**src/rtl/ucx_pkg.sv**
```systemverilog
package ucx_pkg;

    localparam int INSTR_W  = 32;
    localparam int OPC_W    = 6;
    localparam int REG_W    = 5;
    localparam int IMM_W    = 16;
    localparam int UC_W     = 3;
    localparam int SHORT_W  = IMM_W - UC_W;
    localparam int DISP_W   = 64;
    localparam int OPC_LSB  = INSTR_W - OPC_W;
    localparam int RA_LSB   = OPC_LSB - REG_W;
    localparam int RB_LSB   = RA_LSB - REG_W;
    localparam int OPER_UC_LSB = 9;

    localparam logic [OPC_W-1:0] PREFIX_OPC = 6'h3F;

    typedef enum logic [1:0] {
        FMT_OTHER,
        FMT_OPER,
        FMT_MEM,
        FMT_PREFIX
    } fmt_e;

    typedef struct packed {
        logic [INSTR_W-1:0] instr;
        logic [DISP_W-1:0]  disp;
        logic [UC_W-1:0]    uc;
        logic               is_mem;
        logic               fused;
    } slot_t;

    function automatic fmt_e classify(logic [OPC_W-1:0] opc,
                                      logic [OPC_W-1:0] pfx);
        if (opc == pfx)                       return FMT_PREFIX;
        else if (opc[OPC_W-1 -: 2] == 2'b01)  return FMT_OPER;
        else if (opc[OPC_W-1 -: 2] == 2'b10)  return FMT_MEM;
        else                                  return FMT_OTHER;
    endfunction

    function automatic logic [DISP_W-1:0] sext_short(logic [SHORT_W-1:0] v);
        return {{(DISP_W-SHORT_W){v[SHORT_W-1]}}, v};
    endfunction

    function automatic logic [DISP_W-1:0] sext_full(logic [IMM_W-1:0] v);
        return {{(DISP_W-IMM_W){v[IMM_W-1]}}, v};
    endfunction

endpackage

```
**src/rtl/ucx_format_split.sv**
```systemverilog
module ucx_format_split
    import ucx_pkg::*;
#(
    parameter logic [OPC_W-1:0] PREFIX_CODE = PREFIX_OPC
) (
    input  logic [INSTR_W-1:0] instr,
    output fmt_e               fmt,
    output slot_t              base,
    output logic [IMM_W-1:0]   full_imm
);
    logic [DISP_W-1:0] short_disp;

    assign fmt        = classify(instr[INSTR_W-1 -: OPC_W], PREFIX_CODE);
    assign full_imm   = instr[IMM_W-1:0];
    assign short_disp = sext_short(instr[SHORT_W-1:0]);

    always_comb begin
        base       = '0;
        base.instr = instr;
        unique case (fmt)
            FMT_OPER: begin
                base.uc = instr[OPER_UC_LSB +: UC_W];
                base.instr[OPER_UC_LSB +: UC_W] = '0;
            end
            FMT_MEM: begin
                base.uc     = instr[IMM_W-1 -: UC_W];
                base.disp   = short_disp;
                base.is_mem = 1'b1;
                base.instr[IMM_W-1:0] = short_disp[IMM_W-1:0];
            end
            default: begin
                base.uc = '0;
            end
        endcase
    end
endmodule

```
**src/rtl/ucx_prefix_hold.sv**
```systemverilog
module ucx_prefix_hold
    import ucx_pkg::*;
(
    input  logic             clk,
    input  logic             rst,
    input  logic             flush,
    input  logic             load,
    input  logic [IMM_W-1:0] load_imm,
    input  logic             consume,
    output logic             held_vld,
    output logic [IMM_W-1:0] held_imm
);
    always_ff @(posedge clk) begin
        if (rst || flush) begin
            held_vld <= 1'b0;
            held_imm <= '0;
        end else if (load) begin
            held_vld <= 1'b1;
            held_imm <= load_imm;
        end else if (consume) begin
            held_vld <= 1'b0;
        end
    end
endmodule

```
**src/rtl/ucx_slot_merge.sv**
```systemverilog
module ucx_slot_merge
    import ucx_pkg::*;
(
    input  slot_t            base,
    input  logic             held_vld,
    input  logic [IMM_W-1:0] held_imm,
    output slot_t            merged
);
    logic [DISP_W-1:0] long_disp;

    assign long_disp = sext_full(held_imm);

    always_comb begin
        merged = base;
        if (held_vld && base.is_mem) begin
            merged.disp  = long_disp;
            merged.fused = 1'b1;
            merged.instr[IMM_W-1:0] = held_imm;
        end
    end
endmodule

```
**src/rtl/dispatch_usecount_fuser.sv**
```systemverilog
module dispatch_usecount_fuser
    import ucx_pkg::*;
#(
    parameter logic [OPC_W-1:0] PREFIX_CODE = PREFIX_OPC
) (
    input  logic               clk,
    input  logic               rst,
    input  logic               flush,
    input  logic               in_valid,
    output logic               in_ready,
    input  logic [INSTR_W-1:0] in_instr,
    output logic               out_valid,
    input  logic               out_ready,
    output logic [INSTR_W-1:0] out_instr,
    output logic [OPC_W-1:0]   out_opcode,
    output logic [REG_W-1:0]   out_ra,
    output logic [REG_W-1:0]   out_rb,
    output logic [DISP_W-1:0]  out_disp,
    output logic [UC_W-1:0]    out_use_count,
    output logic               out_is_mem,
    output logic               out_fused
);
    fmt_e             fmt;
    slot_t            base;
    slot_t            merged;
    logic [IMM_W-1:0] full_imm;
    logic             held_vld;
    logic [IMM_W-1:0] held_imm;
    logic             is_prefix;
    logic             load;
    logic             consume;

    ucx_format_split #(.PREFIX_CODE(PREFIX_CODE)) i_split (
        .instr    (in_instr),
        .fmt      (fmt),
        .base     (base),
        .full_imm (full_imm)
    );

    assign is_prefix = (fmt == FMT_PREFIX);
    assign in_ready  = !flush && (is_prefix || out_ready);
    assign out_valid = in_valid && !flush && !is_prefix;
    assign load      = in_valid && !flush && is_prefix;
    assign consume   = out_valid && out_ready;

    ucx_prefix_hold i_hold (
        .clk      (clk),
        .rst      (rst),
        .flush    (flush),
        .load     (load),
        .load_imm (full_imm),
        .consume  (consume),
        .held_vld (held_vld),
        .held_imm (held_imm)
    );

    ucx_slot_merge i_merge (
        .base     (base),
        .held_vld (held_vld),
        .held_imm (held_imm),
        .merged   (merged)
    );

    assign out_instr     = merged.instr;
    assign out_opcode    = merged.instr[OPC_LSB +: OPC_W];
    assign out_ra        = merged.instr[RA_LSB +: REG_W];
    assign out_rb        = merged.instr[RB_LSB +: REG_W];
    assign out_disp      = merged.disp;
    assign out_use_count = merged.uc;
    assign out_is_mem    = merged.is_mem;
    assign out_fused     = merged.fused;
endmodule

```
**config.mk**
```make
export PLATFORM = sky130hd
export DESIGN_NAME = dispatch_usecount_fuser
export DESIGN_NICKNAME = d
export VERILOG_FILES = /design/src/rtl/ucx_pkg.sv /design/src/rtl/ucx_format_split.sv /design/src/rtl/ucx_prefix_hold.sv /design/src/rtl/ucx_slot_merge.sv /design/src/rtl/dispatch_usecount_fuser.sv
export SDC_FILE = /design/constraint.sdc
export NUM_CORES = 1
export LEC_CHECK = 0
export ABC_AREA = 1
export BUFFER_PORTS_ARGS = -buffer_cell sky130_fd_sc_hd__buf_4
export CAP_MARGIN = 5
export CORE_ASPECT_RATIO = 1.25
export CORE_MARGIN = 1
export CORE_UTILIZATION = 40
export CTS_CLUSTER_SIZE = 24
export DETAILED_ROUTE_END_ITERATION = 8
export GPL_TIMING_DRIVEN = 0
export PLACE_DENSITY = 0.8
export SYNTH_ARGS = -nofsm -noshare
export SYNTH_HDL_FRONTEND = slang
export SYNTH_SLANG_ARGS = --single-unit
```
**constraint.sdc**
```tcl
create_clock -name clk -period 7.8 [get_ports clk]
set_input_delay 1.56 -clock clk [delete_from_list [all_inputs] [get_ports clk]]
set_output_delay 1.56 -clock clk [all_outputs]
set_load 0.005 [all_outputs]
```
==> impl_metrics.yaml <==
timing:
  hold_viol: 0
  tightest_slew_ns: 0.563
  whs_ns: 0.517
  max-slew-margin-rel_pct: 62.3
  fin_skew_ns: 0
  min_period_ns: 4.89
  setup_viol: 0
  final.period_utilization_pct: 62.7
  fmax_mhz: 205
  drv_slew: 0
  rsz0062_at_grt: "false"
  fin_tns_setup_ns: 0
worst_setup_path:
  critPathMostFrequentCell: "buf_4"
  setup.worst_path.class: "input port to output port"
  crit_arrival_ns: 3.33
  cp_cell_sequence: "buf_4 -> inv_1 -> ha_1 -> buf_4 -> nand2_2 -> buf_2 -> o21ai_4 -> buf_16 -> o21bai_1 -> buf_4"
  slowest_stage: "o21ai_4"
  end_kind: "output port"
  reg2reg_depth: 2
  r2r_slack_ns: 7.13
  r2r_end: "i_hold.held_vld"
  r2r_start: "i_hold.held_vld"
  worst_setup_path_start_kind: "input port"
  slowest_delay_ns: 0.48
  critPathRequiredTime_ns: 6.24
  worstPathMaxFanout: 30
placed_design:
  io_buffers: 145
  dp_hpwl_um: 4420
  routabilityCongestion: 0.797
  dp.cells: 504
worst_hold_path:
  hold_path_class: "flip-flop to flip-flop"
  hold-path-endpoint: "i_hold.held_imm[9]"
  holdPathStages: 4
  min-delay-start: "i_hold.held_imm[9]"
final_layout:
  finalNonFillerCells: 508
  insertedDiodeCount: 0
  nets: 491
  area_delta_synth_final_pct: 65.6
  drive_above_1_share_pct: 53.8
  fillers: 427
yosys:
  ys_ff_latch: 17
  synth_cell_types: 23
  netlist_top_cells_count: "82 x buf_4, 57 x nand2_1, 55 x inv_1"
  synth_cells: 300
  yosysTopAreaCellShare_pct: 32.4
  synth-edff-count: 0
  ys_seq_area_share_pct: 17.9
  synth_nets: 340
  synth.most_common_cell: "buf_4"
  synth_top_cell_by_area: "buf_4"
  synthesis.area_mm2: 0.00190
  ys_top_cells_by_area: "buf_4 32%, dfxtp_1 18%, nand2_1 11%"
  ys_async_sr_fraction_pct: 0
  synth_ff_type: "dfxtp_1"
  ys_warn_count: 0
  syn_avg_cell_area_um2: 6.33
die:
  initial_core_util_pct: 42.2
  row_count: 27
  die_h_um: 79.0
  die_x_um: 63.6
  coreArea_mm2: 0.00449
  io_pins: 156
  dieArea_mm2: 0.00503
cts:
  postCtsHoldBufs: 0
  htreeDepth: 1
  cts_tree: "done"
  ctsRootBufferMaster: "clkbuf_8"
  cts_buffer_depth: 2
  post_cts_buffers: 0
  clk_pin_slew_ns: 0.07
  cts_made_buffers: 3
  cts_resized: 0
  worst_skew_pair.late_latency_ns: 0.25
  cts_num_sinks: 17
power_and_ir_drop:
  pwr-share-seq_pct: 32.4
  intPower_uw: 194
  p_comb_share_pct: 42.6
  p_leak_uw: 0.00180
  powerDensity_mw_per_mm2: 85.4
  p_clk_share_pct: 25.0
  peakVddDrop_uv: 56.6
  power.switching_uw: 74.0
  totalPowerFinal_uw: 268
  p_sw_share_pct: 27.6
flow_run:
  cap_violations: 0
grt:
  grt_pass1_wl_um: 8370
  grt_antenna_before_repair: 0
  grt_max_degree: 31
  grt_pass1_vias: 1900
  grt.total_usage_pct: 20.7
  gr-total-overflow: 0
detailed_routing:
  routedWlPerCell_um: 10.9
  drt_iter0_markers: 65
  antenna_left: 0
  vias: 2218
  wirelength_um: 5540
  route.detailed.drc: 0
  via_per_inst: 4.37
  first_pass_iters: 4
outcome:
  status: "finished clean"
==> layout make-up <==
class	count	area, um2	share of cell area (%)
Sequential cell	17	340	10.8
Clock buffer	4	45.0	1.43
Timing Repair Buffer	146	1120	35.5
Multi-Input combinational cell	136	697	22.2
Inverter	57	214	6.81
Buffer	90	658	20.9
Tap cell	58	72.6	2.31
==> stage by stage <==
stage / instance area, um2 / utilization [%] / setup slack (ns)
after floorplan: 1900 / - / 1.02
after global placement: 3060 / 68.1 / 0.0561
after detailed placement: 3100 / 69.0 / 2.92
after CTS: 3140 / 70.0 / 2.92
after global routing: 3140 / 70.0 / 2.76
final: 3140 / 70.0 / 2.91
==> how the worst max path moves through the flow <==
stage	startpoint	to	slack, ns	depth (start not counted)
floorplan	in_instr[30]	out_disp[16]	1.02	7
global placement	in_instr[30]	out_disp[38]	0.06	9
detailed placement	in_instr[30]	out_instr[15]	2.92	10
CTS	in_instr[30]	out_instr[15]	2.92	10
global route	in_instr[30]	out_instr[15]	2.76	10
finish	in_instr[30]	out_instr[15]	2.91	10
==> power groups by stage <==
stage,logic (uW),registers (uW),clock network (uW)
2_1_floorplan,55.8,88.9,0
3_3_place_gp,115,88.9,0
3_5_place_dp,115,88.9,0
4_1_cts,116,86.9,68.2
5_1_grt,124,86.9,72.9
6_report,114,86.9,67.2
==> state kept, by name (all words and copies together) (netlist names) <==
name / flops
i_hold.held_vld: 1
i_hold.held_imm: 16
==> critical path: cells and delay by family <==
family,cells,cell delay (ns)
buf+inv,6,0.92
compound gates,2,0.60
fa+ha+maj,1,0.16
simple gates,1,0.08
==> cell families (layout without fill, tap and decap cells) <==
| family | count (synthesis) | in the layout | synth area share [%] |
|---|---|---|---|
| AO/OA/AOI/OAI | 38 | 38 | 11.5 |
| AND/OR/NAND/NOR | 95 | 95 | 22.6 |
| flip-flops | 17 | 17 | 17.9 |
| adder cells (fa/ha/maj) | 3 | 3 | 1.98 |
| buffers and inverters | 147 | 297 | 45.9 |
==> cell usage in the layout, fill, tap and decap left out, drive strengths merged <==
master	instances
buf	234
nand2	58
inv	56
nor2	19
dfxtp	17
o21ai	17
nand4	16
o22ai	9
clkbuf	6
a21oi	5
o31ai	3
o21bai	3
ha	3
nand3	2
clkinv	1
a21boi	1
==> per-layer routing <==
metal | vias up | GRT usage, % | part of all wire (%)
li1 | 1140 | - | -
met1 | 982 | 21.7 | 37
met2 | 89 | 40.9 | 55
met3 | 7 | 3.59 | 6.5
met4 | 0 | 6.36 | 1.4
met5 | - | 0 | 0
Note: power is estimated with default switching activity, not from simulation.
